==> config.mk <==
export PLATFORM = sky130hd
export DESIGN_NAME = twopat_scan
export DESIGN_NICKNAME = d
export VERILOG_FILES = /design/src/rtl/tps_pkg.sv /design/src/rtl/tps_cell.sv /design/src/rtl/tps_chain.sv /design/src/rtl/tps_seq.sv /design/src/rtl/tps_unload.sv /design/src/rtl/twopat_scan.sv
export SDC_FILE = /design/constraint.sdc
export NUM_CORES = 1
export LEC_CHECK = 0
export BUFFER_PORTS_ARGS = -buffer_cell sky130_fd_sc_hd__buf_2
export CORE_MARGIN = 3
export CORE_UTILIZATION = 48
export CTS_BUF_LIST = sky130_fd_sc_hd__clkbuf_4 sky130_fd_sc_hd__clkbuf_8
export CTS_CLUSTER_DIAMETER = 40
export DETAILED_ROUTE_END_ITERATION = 10
export GPL_TIMING_DRIVEN = 0
export PLACE_DENSITY = 0.71
export SYNTH_ARGS = -nofsm -noshare
export SYNTH_HDL_FRONTEND = slang
export SYNTH_HIERARCHICAL = 1
export SYNTH_SLANG_ARGS = --single-unit
export TNS_END_PERCENT = 100
==> constraint.sdc <==
create_clock -name clk_i -period 2.1 [get_ports clk_i]
set_input_delay 0.63 -clock clk_i [delete_from_list [all_inputs] [get_ports clk_i]]
set_output_delay 0.63 -clock clk_i [all_outputs]
set_load 0.03 [all_outputs]
==> src/rtl/tps_pkg.sv <==
package tps_pkg;
  typedef enum logic [2:0] {
    PH_IDLE,
    PH_LOAD1,
    PH_SETTLE,
    PH_LOAD2,
    PH_LAUNCH,
    PH_RATED,
    PH_UNLOAD,
    PH_DONE
  } phase_e;
endpackage

==> src/rtl/tps_cell.sv <==
module tps_cell (
  input  logic clk_i,
  input  logic rst_ni,
  input  logic shift_i,
  input  logic capture_i,
  input  logic hold_i,
  input  logic scan_d_i,
  input  logic func_d_i,
  output logic ff_q_o,
  output logic lat_q_o
);
  logic ff_q, lat_q;

  always_ff @(posedge clk_i or negedge rst_ni) begin
    if (!rst_ni)        ff_q <= 1'b0;
    else if (shift_i)   ff_q <= scan_d_i;
    else if (capture_i) ff_q <= func_d_i;
  end

  // hold latch modelled as a register enabled while hold is low
  always_ff @(posedge clk_i or negedge rst_ni) begin
    if (!rst_ni)      lat_q <= 1'b0;
    else if (!hold_i) lat_q <= ff_q;
  end

  assign ff_q_o  = ff_q;
  assign lat_q_o = lat_q;
endmodule

==> src/rtl/tps_chain.sv <==
module tps_chain #(
  parameter int CHAIN_LEN = 8
) (
  input  logic                 clk_i,
  input  logic                 rst_ni,
  input  logic                 shift_i,
  input  logic                 capture_i,
  input  logic                 hold_i,
  input  logic                 scan_in_i,
  input  logic [CHAIN_LEN-1:0] resp_i,
  output logic [CHAIN_LEN-1:0] state_o,
  output logic                 scan_out_o
);
  logic [CHAIN_LEN-1:0] ff_q;
  logic [CHAIN_LEN-1:0] scan_d;

  for (genvar i = 0; i < CHAIN_LEN; i++) begin : g_cell
    if (i == 0) begin : g_head
      assign scan_d[i] = scan_in_i;
    end else begin : g_body
      assign scan_d[i] = ff_q[i-1];
    end
    tps_cell u_cell (
      .clk_i     (clk_i),
      .rst_ni    (rst_ni),
      .shift_i   (shift_i),
      .capture_i (capture_i),
      .hold_i    (hold_i),
      .scan_d_i  (scan_d[i]),
      .func_d_i  (resp_i[i]),
      .ff_q_o    (ff_q[i]),
      .lat_q_o   (state_o[i])
    );
  end

  assign scan_out_o = ff_q[CHAIN_LEN-1];
endmodule

==> src/rtl/tps_seq.sv <==
module tps_seq
  import tps_pkg::*;
#(
  parameter int CHAIN_LEN  = 8,
  parameter int PI_W       = 4,
  parameter int SETTLE_CYC = 4,
  parameter int RATED_CYC  = 2
) (
  input  logic                 clk_i,
  input  logic                 rst_ni,
  input  logic                 start_i,
  input  logic [CHAIN_LEN-1:0] v1_state_i,
  input  logic [CHAIN_LEN-1:0] v2_state_i,
  input  logic [PI_W-1:0]      v1_pi_i,
  input  logic [PI_W-1:0]      v2_pi_i,
  output logic                 shift_o,
  output logic                 capture_o,
  output logic                 hold_o,
  output logic                 scan_in_o,
  output logic                 collect_o,
  output logic [PI_W-1:0]      pi_o,
  output logic                 done_o
);
  localparam int MAX_LEN = (CHAIN_LEN > SETTLE_CYC) ?
                           ((CHAIN_LEN > RATED_CYC) ? CHAIN_LEN : RATED_CYC) :
                           ((SETTLE_CYC > RATED_CYC) ? SETTLE_CYC : RATED_CYC);
  localparam int CW = $clog2(MAX_LEN + 1);
  localparam logic [CW-1:0] N_LAST = CW'(CHAIN_LEN - 1);
  localparam logic [CW-1:0] S_LAST = CW'(SETTLE_CYC - 1);
  localparam logic [CW-1:0] R_LAST = CW'(RATED_CYC - 1);

  phase_e ph_q, ph_d;
  logic [CW-1:0] cnt_q, cnt_d;
  logic [CHAIN_LEN-1:0] v1_q, v2_q, vsel, vsh;
  logic [PI_W-1:0] pi1_q, pi2_q, pi_q;
  logic accept;

  assign accept = start_i && (ph_q == PH_IDLE || ph_q == PH_DONE);

  always_comb begin
    ph_d  = ph_q;
    cnt_d = cnt_q + 1'b1;
    unique case (ph_q)
      PH_IDLE, PH_DONE: begin
        cnt_d = '0;
        if (start_i) ph_d = PH_LOAD1;
      end
      PH_LOAD1:  if (cnt_q == N_LAST) begin ph_d = PH_SETTLE; cnt_d = '0; end
      PH_SETTLE: if (cnt_q == S_LAST) begin ph_d = PH_LOAD2;  cnt_d = '0; end
      PH_LOAD2:  if (cnt_q == N_LAST) begin ph_d = PH_LAUNCH; cnt_d = '0; end
      PH_LAUNCH: begin ph_d = PH_RATED; cnt_d = '0; end
      PH_RATED:  if (cnt_q == R_LAST) begin ph_d = PH_UNLOAD; cnt_d = '0; end
      PH_UNLOAD: if (cnt_q == N_LAST) begin ph_d = PH_DONE;   cnt_d = '0; end
      default:   begin ph_d = PH_IDLE; cnt_d = '0; end
    endcase
  end

  always_ff @(posedge clk_i or negedge rst_ni) begin
    if (!rst_ni) begin
      ph_q  <= PH_IDLE;
      cnt_q <= '0;
    end else begin
      ph_q  <= ph_d;
      cnt_q <= cnt_d;
    end
  end

  always_ff @(posedge clk_i or negedge rst_ni) begin
    if (!rst_ni) begin
      v1_q  <= '0;
      v2_q  <= '0;
      pi1_q <= '0;
      pi2_q <= '0;
    end else if (accept) begin
      v1_q  <= v1_state_i;
      v2_q  <= v2_state_i;
      pi1_q <= v1_pi_i;
      pi2_q <= v2_pi_i;
    end
  end

  // primary inputs: V1 value from start, V2 value on the release edge
  always_ff @(posedge clk_i or negedge rst_ni) begin
    if (!rst_ni)                pi_q <= '0;
    else if (accept)            pi_q <= v1_pi_i;
    else if (ph_q == PH_LAUNCH) pi_q <= pi2_q;
  end

  // MSB first: bit at count k is vector[CHAIN_LEN-1-k]
  assign vsel      = (ph_q == PH_LOAD2) ? v2_q : v1_q;
  assign vsh       = vsel << cnt_q;
  assign scan_in_o = vsh[CHAIN_LEN-1];

  assign shift_o   = (ph_q == PH_LOAD1) || (ph_q == PH_LOAD2) || (ph_q == PH_UNLOAD);
  assign hold_o    = (ph_q == PH_LOAD2) || (ph_q == PH_UNLOAD);
  assign capture_o = (ph_q == PH_RATED) && (cnt_q == R_LAST);
  assign collect_o = (ph_q == PH_UNLOAD);
  assign done_o    = (ph_q == PH_DONE);
  assign pi_o      = pi_q;
endmodule

==> src/rtl/tps_unload.sv <==
module tps_unload #(
  parameter int CHAIN_LEN = 8
) (
  input  logic                 clk_i,
  input  logic                 rst_ni,
  input  logic                 collect_i,
  input  logic                 bit_i,
  output logic [CHAIN_LEN-1:0] word_o
);
  logic [CHAIN_LEN-1:0] word_q;

  always_ff @(posedge clk_i or negedge rst_ni) begin
    if (!rst_ni)        word_q <= '0;
    else if (collect_i) word_q <= {word_q[CHAIN_LEN-2:0], bit_i};
  end

  assign word_o = word_q;
endmodule

==> src/rtl/twopat_scan.sv <==
module twopat_scan #(
  parameter int CHAIN_LEN  = 8,
  parameter int PI_W       = 4,
  parameter int SETTLE_CYC = 4,
  parameter int RATED_CYC  = 2
) (
  input  logic                 clk_i,
  input  logic                 rst_ni,
  input  logic                 start_i,
  input  logic [CHAIN_LEN-1:0] v1_state_i,
  input  logic [CHAIN_LEN-1:0] v2_state_i,
  input  logic [PI_W-1:0]      v1_pi_i,
  input  logic [PI_W-1:0]      v2_pi_i,
  output logic [CHAIN_LEN-1:0] cut_state_o,
  output logic [PI_W-1:0]      cut_pi_o,
  input  logic [CHAIN_LEN-1:0] cut_resp_i,
  output logic                 scan_mode_o,
  output logic                 hold_o,
  output logic                 scan_out_o,
  output logic [CHAIN_LEN-1:0] resp_o,
  output logic                 done_o
);
  logic shift, capture, hold, scan_in, collect, sout;

  tps_seq #(
    .CHAIN_LEN (CHAIN_LEN),
    .PI_W      (PI_W),
    .SETTLE_CYC(SETTLE_CYC),
    .RATED_CYC (RATED_CYC)
  ) u_seq (
    .clk_i      (clk_i),
    .rst_ni     (rst_ni),
    .start_i    (start_i),
    .v1_state_i (v1_state_i),
    .v2_state_i (v2_state_i),
    .v1_pi_i    (v1_pi_i),
    .v2_pi_i    (v2_pi_i),
    .shift_o    (shift),
    .capture_o  (capture),
    .hold_o     (hold),
    .scan_in_o  (scan_in),
    .collect_o  (collect),
    .pi_o       (cut_pi_o),
    .done_o     (done_o)
  );

  tps_chain #(.CHAIN_LEN(CHAIN_LEN)) u_chain (
    .clk_i      (clk_i),
    .rst_ni     (rst_ni),
    .shift_i    (shift),
    .capture_i  (capture),
    .hold_i     (hold),
    .scan_in_i  (scan_in),
    .resp_i     (cut_resp_i),
    .state_o    (cut_state_o),
    .scan_out_o (sout)
  );

  tps_unload #(.CHAIN_LEN(CHAIN_LEN)) u_unload (
    .clk_i     (clk_i),
    .rst_ni    (rst_ni),
    .collect_i (collect),
    .bit_i     (sout),
    .word_o    (resp_o)
  );

  assign scan_mode_o = !capture;
  assign hold_o      = hold;
  assign scan_out_o  = sout;
endmodule

Yosys cells after proc, flatten, opt, wreduce, memory -nomap -nowiden. Index checks and enable logic that the tools add are counted. W data, S select, Z words.

Register bits: 55. Input bits: 35. Logic and storage cells: 85.

Add/sub/neg operators: 1. Eq/ne operators: 16. Shift operators: 1. Muxes and demuxes: 30. Reductions and logical operators: 14.

Operators with widths (number): $pmux W3 S7 (1); $mux W4 (5); $mux W3 (6); $mux W1 (16); $pmux W4 S4 (1); $eq A3 B3 Y1 const B (4); $ne A2 B1 Y1 const B (5); $mux W8 (1); $shl A8 B4 Y8 (1); $eq A3 B2 Y1 const B (2); $reduce_and A6 Y1 (1); $reduce_or A3 Y1 (2); $add A4 B1 Y4 const B (1); $eq A4 B1 Y1 const B (1); $eq A4 B2 Y1 const B (1); $eq A4 B3 Y1 const B (1); $logic_or A1 B1 Y1 (4); $reduce_bool A2 Y1 (2); $eq A3 B1 Y1 const B (1); $logic_not A3 Y1 (1); $logic_and A1 B1 Y1 (2); $ne A2 B2 Y1 const B (1); $reduce_or A2 Y1 (1); $logic_not A1 Y1 (1).

Longest topological paths before layout.
Depth in word-level cells: 4. Mapped depth: 7.

Modules after synthesis. Netlist, hierarchy kept.

By module, submodules not included: tps_seq (instances 1, cells each 129, area an instance 1595.3 um^2); tps_cell (instances 8, cells each 6, area an instance 83.8 um^2); tps_unload (instances 1, cells each 17, area an instance 331.6 um^2); twopat_scan (instances 1, cells each 1, area an instance 3.8 um^2).

Worst setup path before layout. No wires, ideal clock.

Path kind: register -> output. Start point: register u_seq.cnt_q[1]. End point: output port scan_mode_o. Data arrival time: 1.581 ns. Slack: -0.111 ns. Stages on the path, launching flop included: 6. Path buffers: 0. Cell sequence: dfrtp_1 inv_1 ha_1 nor3b_2 and4b_1 inv_1.

Cells in the longest elaborated chain, start to end: 3.

RTL lines: start, declared (RTL line tps_seq.sv:33) `logic [CW-1:0] cnt_q, cnt_d;`; start signal, assigned (RTL line tps_seq.sv:64) `cnt_q <= cnt_d;`; $eq A4 B1 Y1 (RTL line tps_seq.sv:96) `assign capture_o = (ph_q == PH_RATED) && (cnt_q == R_LAST);`; $logic_and A1 B1 Y1 (RTL line tps_seq.sv:96); net capture (RTL line twopat_scan.sv:23) `logic shift, capture, hold, scan_in, collect, sout;`; $logic_not A1 Y1 (RTL line twopat_scan.sv:67) `assign scan_mode_o = !capture;`; end, declared (RTL line twopat_scan.sv:17) `output logic scan_mode_o,`.

The timed path passes the listed nets, and every way through them passes these cells.

Final worst setup path. Ends and elaborated chain as after synthesis.

==> reports/metrics.cfg <==
[logic_synthesis]
netlist_instances = 195
yosys_warnings = 6
synth_edf_count = 0
yosysSeqAreaShare_pct = 52.91
yosys_register_bits = 55
async_reset_ff_share_pct = 100.0
ys_types = 35
syn_area_sq_um = 2601
ys.flop_type = dfrtp_1
avgSynthCellArea_sq_um = 13.34
syn_nets = 232

[min_path]
hp-class = in2async

[setup_path]
cp_slowest_cell = dfrtp_1
cp_top_family = simple AND/OR/NAND/NOR gates
required_ns = 1.47
critPathMaxStageDelay_ns = 0.40
critical_path_buf_inv_count = 3
critical_path_class = reg2out
worst_path_most_repeated_cell = inv_2
crit_chain = inv_2 > ha_4 > nor3b_4 > and4b_4 > inv_2 > buf_6
path_max_fanout = 2
end_kind = output port
worstSetupStartpointType = register
crit_arrival_ns = 1.55

[timing]
post-route-min-period_ns = 2.184
setup_slack_ns = -0.08413
fin_tns_setup_ns = -0.08413
slew_viol_final = 0
max_slew_margin_pct = 32.74
tightest_slew_ns = 1.002
rsz0062_at_grt = true
setup_viol = 1
max_freq_ghz = 0.4578
final_hold_viol_count = 0
post-route-period-util_pct = 104.0
fin_skew_ns = 0.005198

[grt]
grt_overflow = 0
grt_use_total_pct = 16.88
grt.busiest_layer = met2
grt_pass1_wl_mm = 8.273
use_met1_pct = 23.78
gr-usage-met2_pct = 25.38
globalRouteMet3Util_pct = 3.950
antenna_found_initial = 0
grt_max_degree = 56
grt_pass1_vias = 1730

[clock_tree]
hold_buffers = 0
clock_sinks = 55
cts_inserted_buffers = 5
cts_root_buf = clkbuf_8
cts_tree = built
h-tree-depth = 2
insertion_delay_ns = 0.31
clkTransAtPathRegs_ns = 0.09
clock_path_buffers = 2

[cells_and_area]
areaGrowthSynthToFinish_pct = 22.90
fill_cells = 446
nets = 303
regArea_sq_um = 1379
drive_above_1_share_pct = 49.06
fin_util_pct = 61.80
antennaDiodeCount = 0
multiInputGateArea_sq_um = 1179
fin_cells = 337

[placed_design]
dp_cells = 323
io_buffers = 58
hpwl_mm = 3.264
pre_cts_ws_ns = -0.2396
routabilityCongestion = 0.8040

[power]
p_leak_nw = 1.513
power_per_cell_area_nw_per_um2 = 1450
peakVddDrop_mv = 0.6228

[floorplanning]
die_y_microns = 79.62
die_area_sq_um = 6339
die_w_microns = 79.62
io_pins = 59
core-area_sq_um = 5172
num_rows = 26
start_util_pct = 50.29

[routing]
vias_per_cell = 5.142
finalWirelength_mm = 4.829
detail_route.wl_per_cell_microns = 14.33
dr.pass1.iters = 4
dr.first_iter.drc_count = 82
num_vias = 1733
drc_errors = 0
ant_nets = 0

[run_status]
status = finished, violations left
violations = negative setup slack

[job]
drv_cap = 0

==> logic make-up after synthesis <==
family	synth area share, %
DFF	52.91
muxes	26.65
and+or+nand+nor	8.850
AOI/OAI and AO/OA	7.167
buffers and inverters	3.127
adders and majority gates	0.9618
xor gates and xnor gates	0.3368
==> layout by cell type (no fill, tap or decap), types with 2 or more instances in the layout <==
master and count:
mux2i_1 13, nand2b_1 3, o21ai_0 4, nand2_1 11
a31oi_1 2, inv_1 3, mux4_1 2, buf_2 57
clkbuf_8 7, nor2b_1 3, buf_6 5, mux2_2 20
nor2_1 8, inv_2 2, dfrtp_2 2, a21oi_1 8
mux2_4 16, dfrtp_1 53, mux4_2 2, o21ai_1 9
clkbuf_4 2, o31ai_1 2, nor3_1 5, buf_4 8
==> stage by stage <==
| step | power (mW) | hold WS [ns] | area, sq um |
|---|---|---|---|
| 6_report | 4.636 | 0.3128 | 3197 |
| 5_1_grt | 4.988 | 0.3546 | 3197 |
| 4_1_cts | 4.666 | 0.5087 | 3173 |
| 3_5_place_dp | 3.865 | 0.4872 | 2980 |
| 3_3_place_gp | 3.801 | 0.4805 | 2980 |
| 2_1_floorplan | 3.366 | 0.3344 | 2603 |
==> where the power goes <==
group          internal (mW)  total, mW  switching [mW]
registers               1.52       1.79           0.278
logic                   1.09       2.20            1.11
clock network          0.314      0.640           0.325
total                   2.92       4.64            1.72
==> repair_timing <==
item | CTS | global route
setup buffers | 7 | 0
pin swaps | 2 | 0
cloned | 0 | 0
setup endpoints to repair | 2 | 2
resized for setup | 13 | 3
==> per-layer routing <==
layer / up-vias / share of wire (%)
met5: - / 0
met4: 0 / 1.3
met3: 8 / 6.2
met2: 63 / 47
met1: 819 / 45
li1: 843 / -
==> final timing paths <==
| check | endpoint | start | depth (start not counted) | slack (ns) |
|---|---|---|---|---|
| max | scan_mode_o | u_seq/cnt_q[1]$_DFF_PN0_ | 6 | -0.08 |
| min | u_unload/word_o[7]$_DFFE_PN0P_ | rst_ni | 1 | 0.31 |
| max reg2reg | u_chain/g_cell[0].u_cell/ff_q_o$_DFFE_PN0P_ | u_seq/ph_q[2]$_DFFE_PN0P_ | 7 | 0.21 |
| min reg2reg | u_seq/v1_q[1]$_DFFE_PN0P_ | u_seq/v1_q[1]$_DFFE_PN0P_ | 1 | 0.50 |
| max in group asynchronous | u_seq/cnt_q[0]$_DFF_PN0_ | rst_ni | 2 | 1.21 |
| min in group clk_i | u_seq/v1_q[1]$_DFFE_PN0P_ | u_seq/v1_q[1]$_DFFE_PN0P_ | 1 | 0.50 |
==> synth_stat cells, types with 3 or more instances <==
library cell	number	share of area (%)
nand2b_1	3	0.72
mux2i_1	13	5.0
a21oi_1	8	1.5
buf_6	4	1.7
mux2_4	16	9.2
nor2_1	8	1.2
o21ai_1	8	1.5
nor2b_1	3	0.72
nor3_1	5	0.96
nand2_1	12	1.7
inv_1	5	0.72
o21ai_0	5	0.96
dfrtp_1	55	53
mux2_2	20	8.7
==> sequential cells by signal (all words and copies together) (netlist names) <==
name / cells
u_seq/pi2_q: 4
u_chain/g_cell.u_cell/lat_q_o: 8
u_seq/v1_q: 8
u_seq/cnt_q: 4
u_seq/ph_q: 3
u_seq/v2_q: 8
u_chain/g_cell.u_cell/ff_q_o: 8
u_seq/pi_o: 4
u_unload/word_o: 8
==> final cells by class <==
type                    instances  share of cell area, %
flip-flops and latches         55                  43.13
repair buffers                 66                  11.62
inverters                       5                 0.5871
plain buffers                   6                  1.800
clock buffers                   8                  3.249
multi-input cells             127                  36.87
well taps                      70                  2.740
No activity file was read; power rests on OpenSTA's default activity.
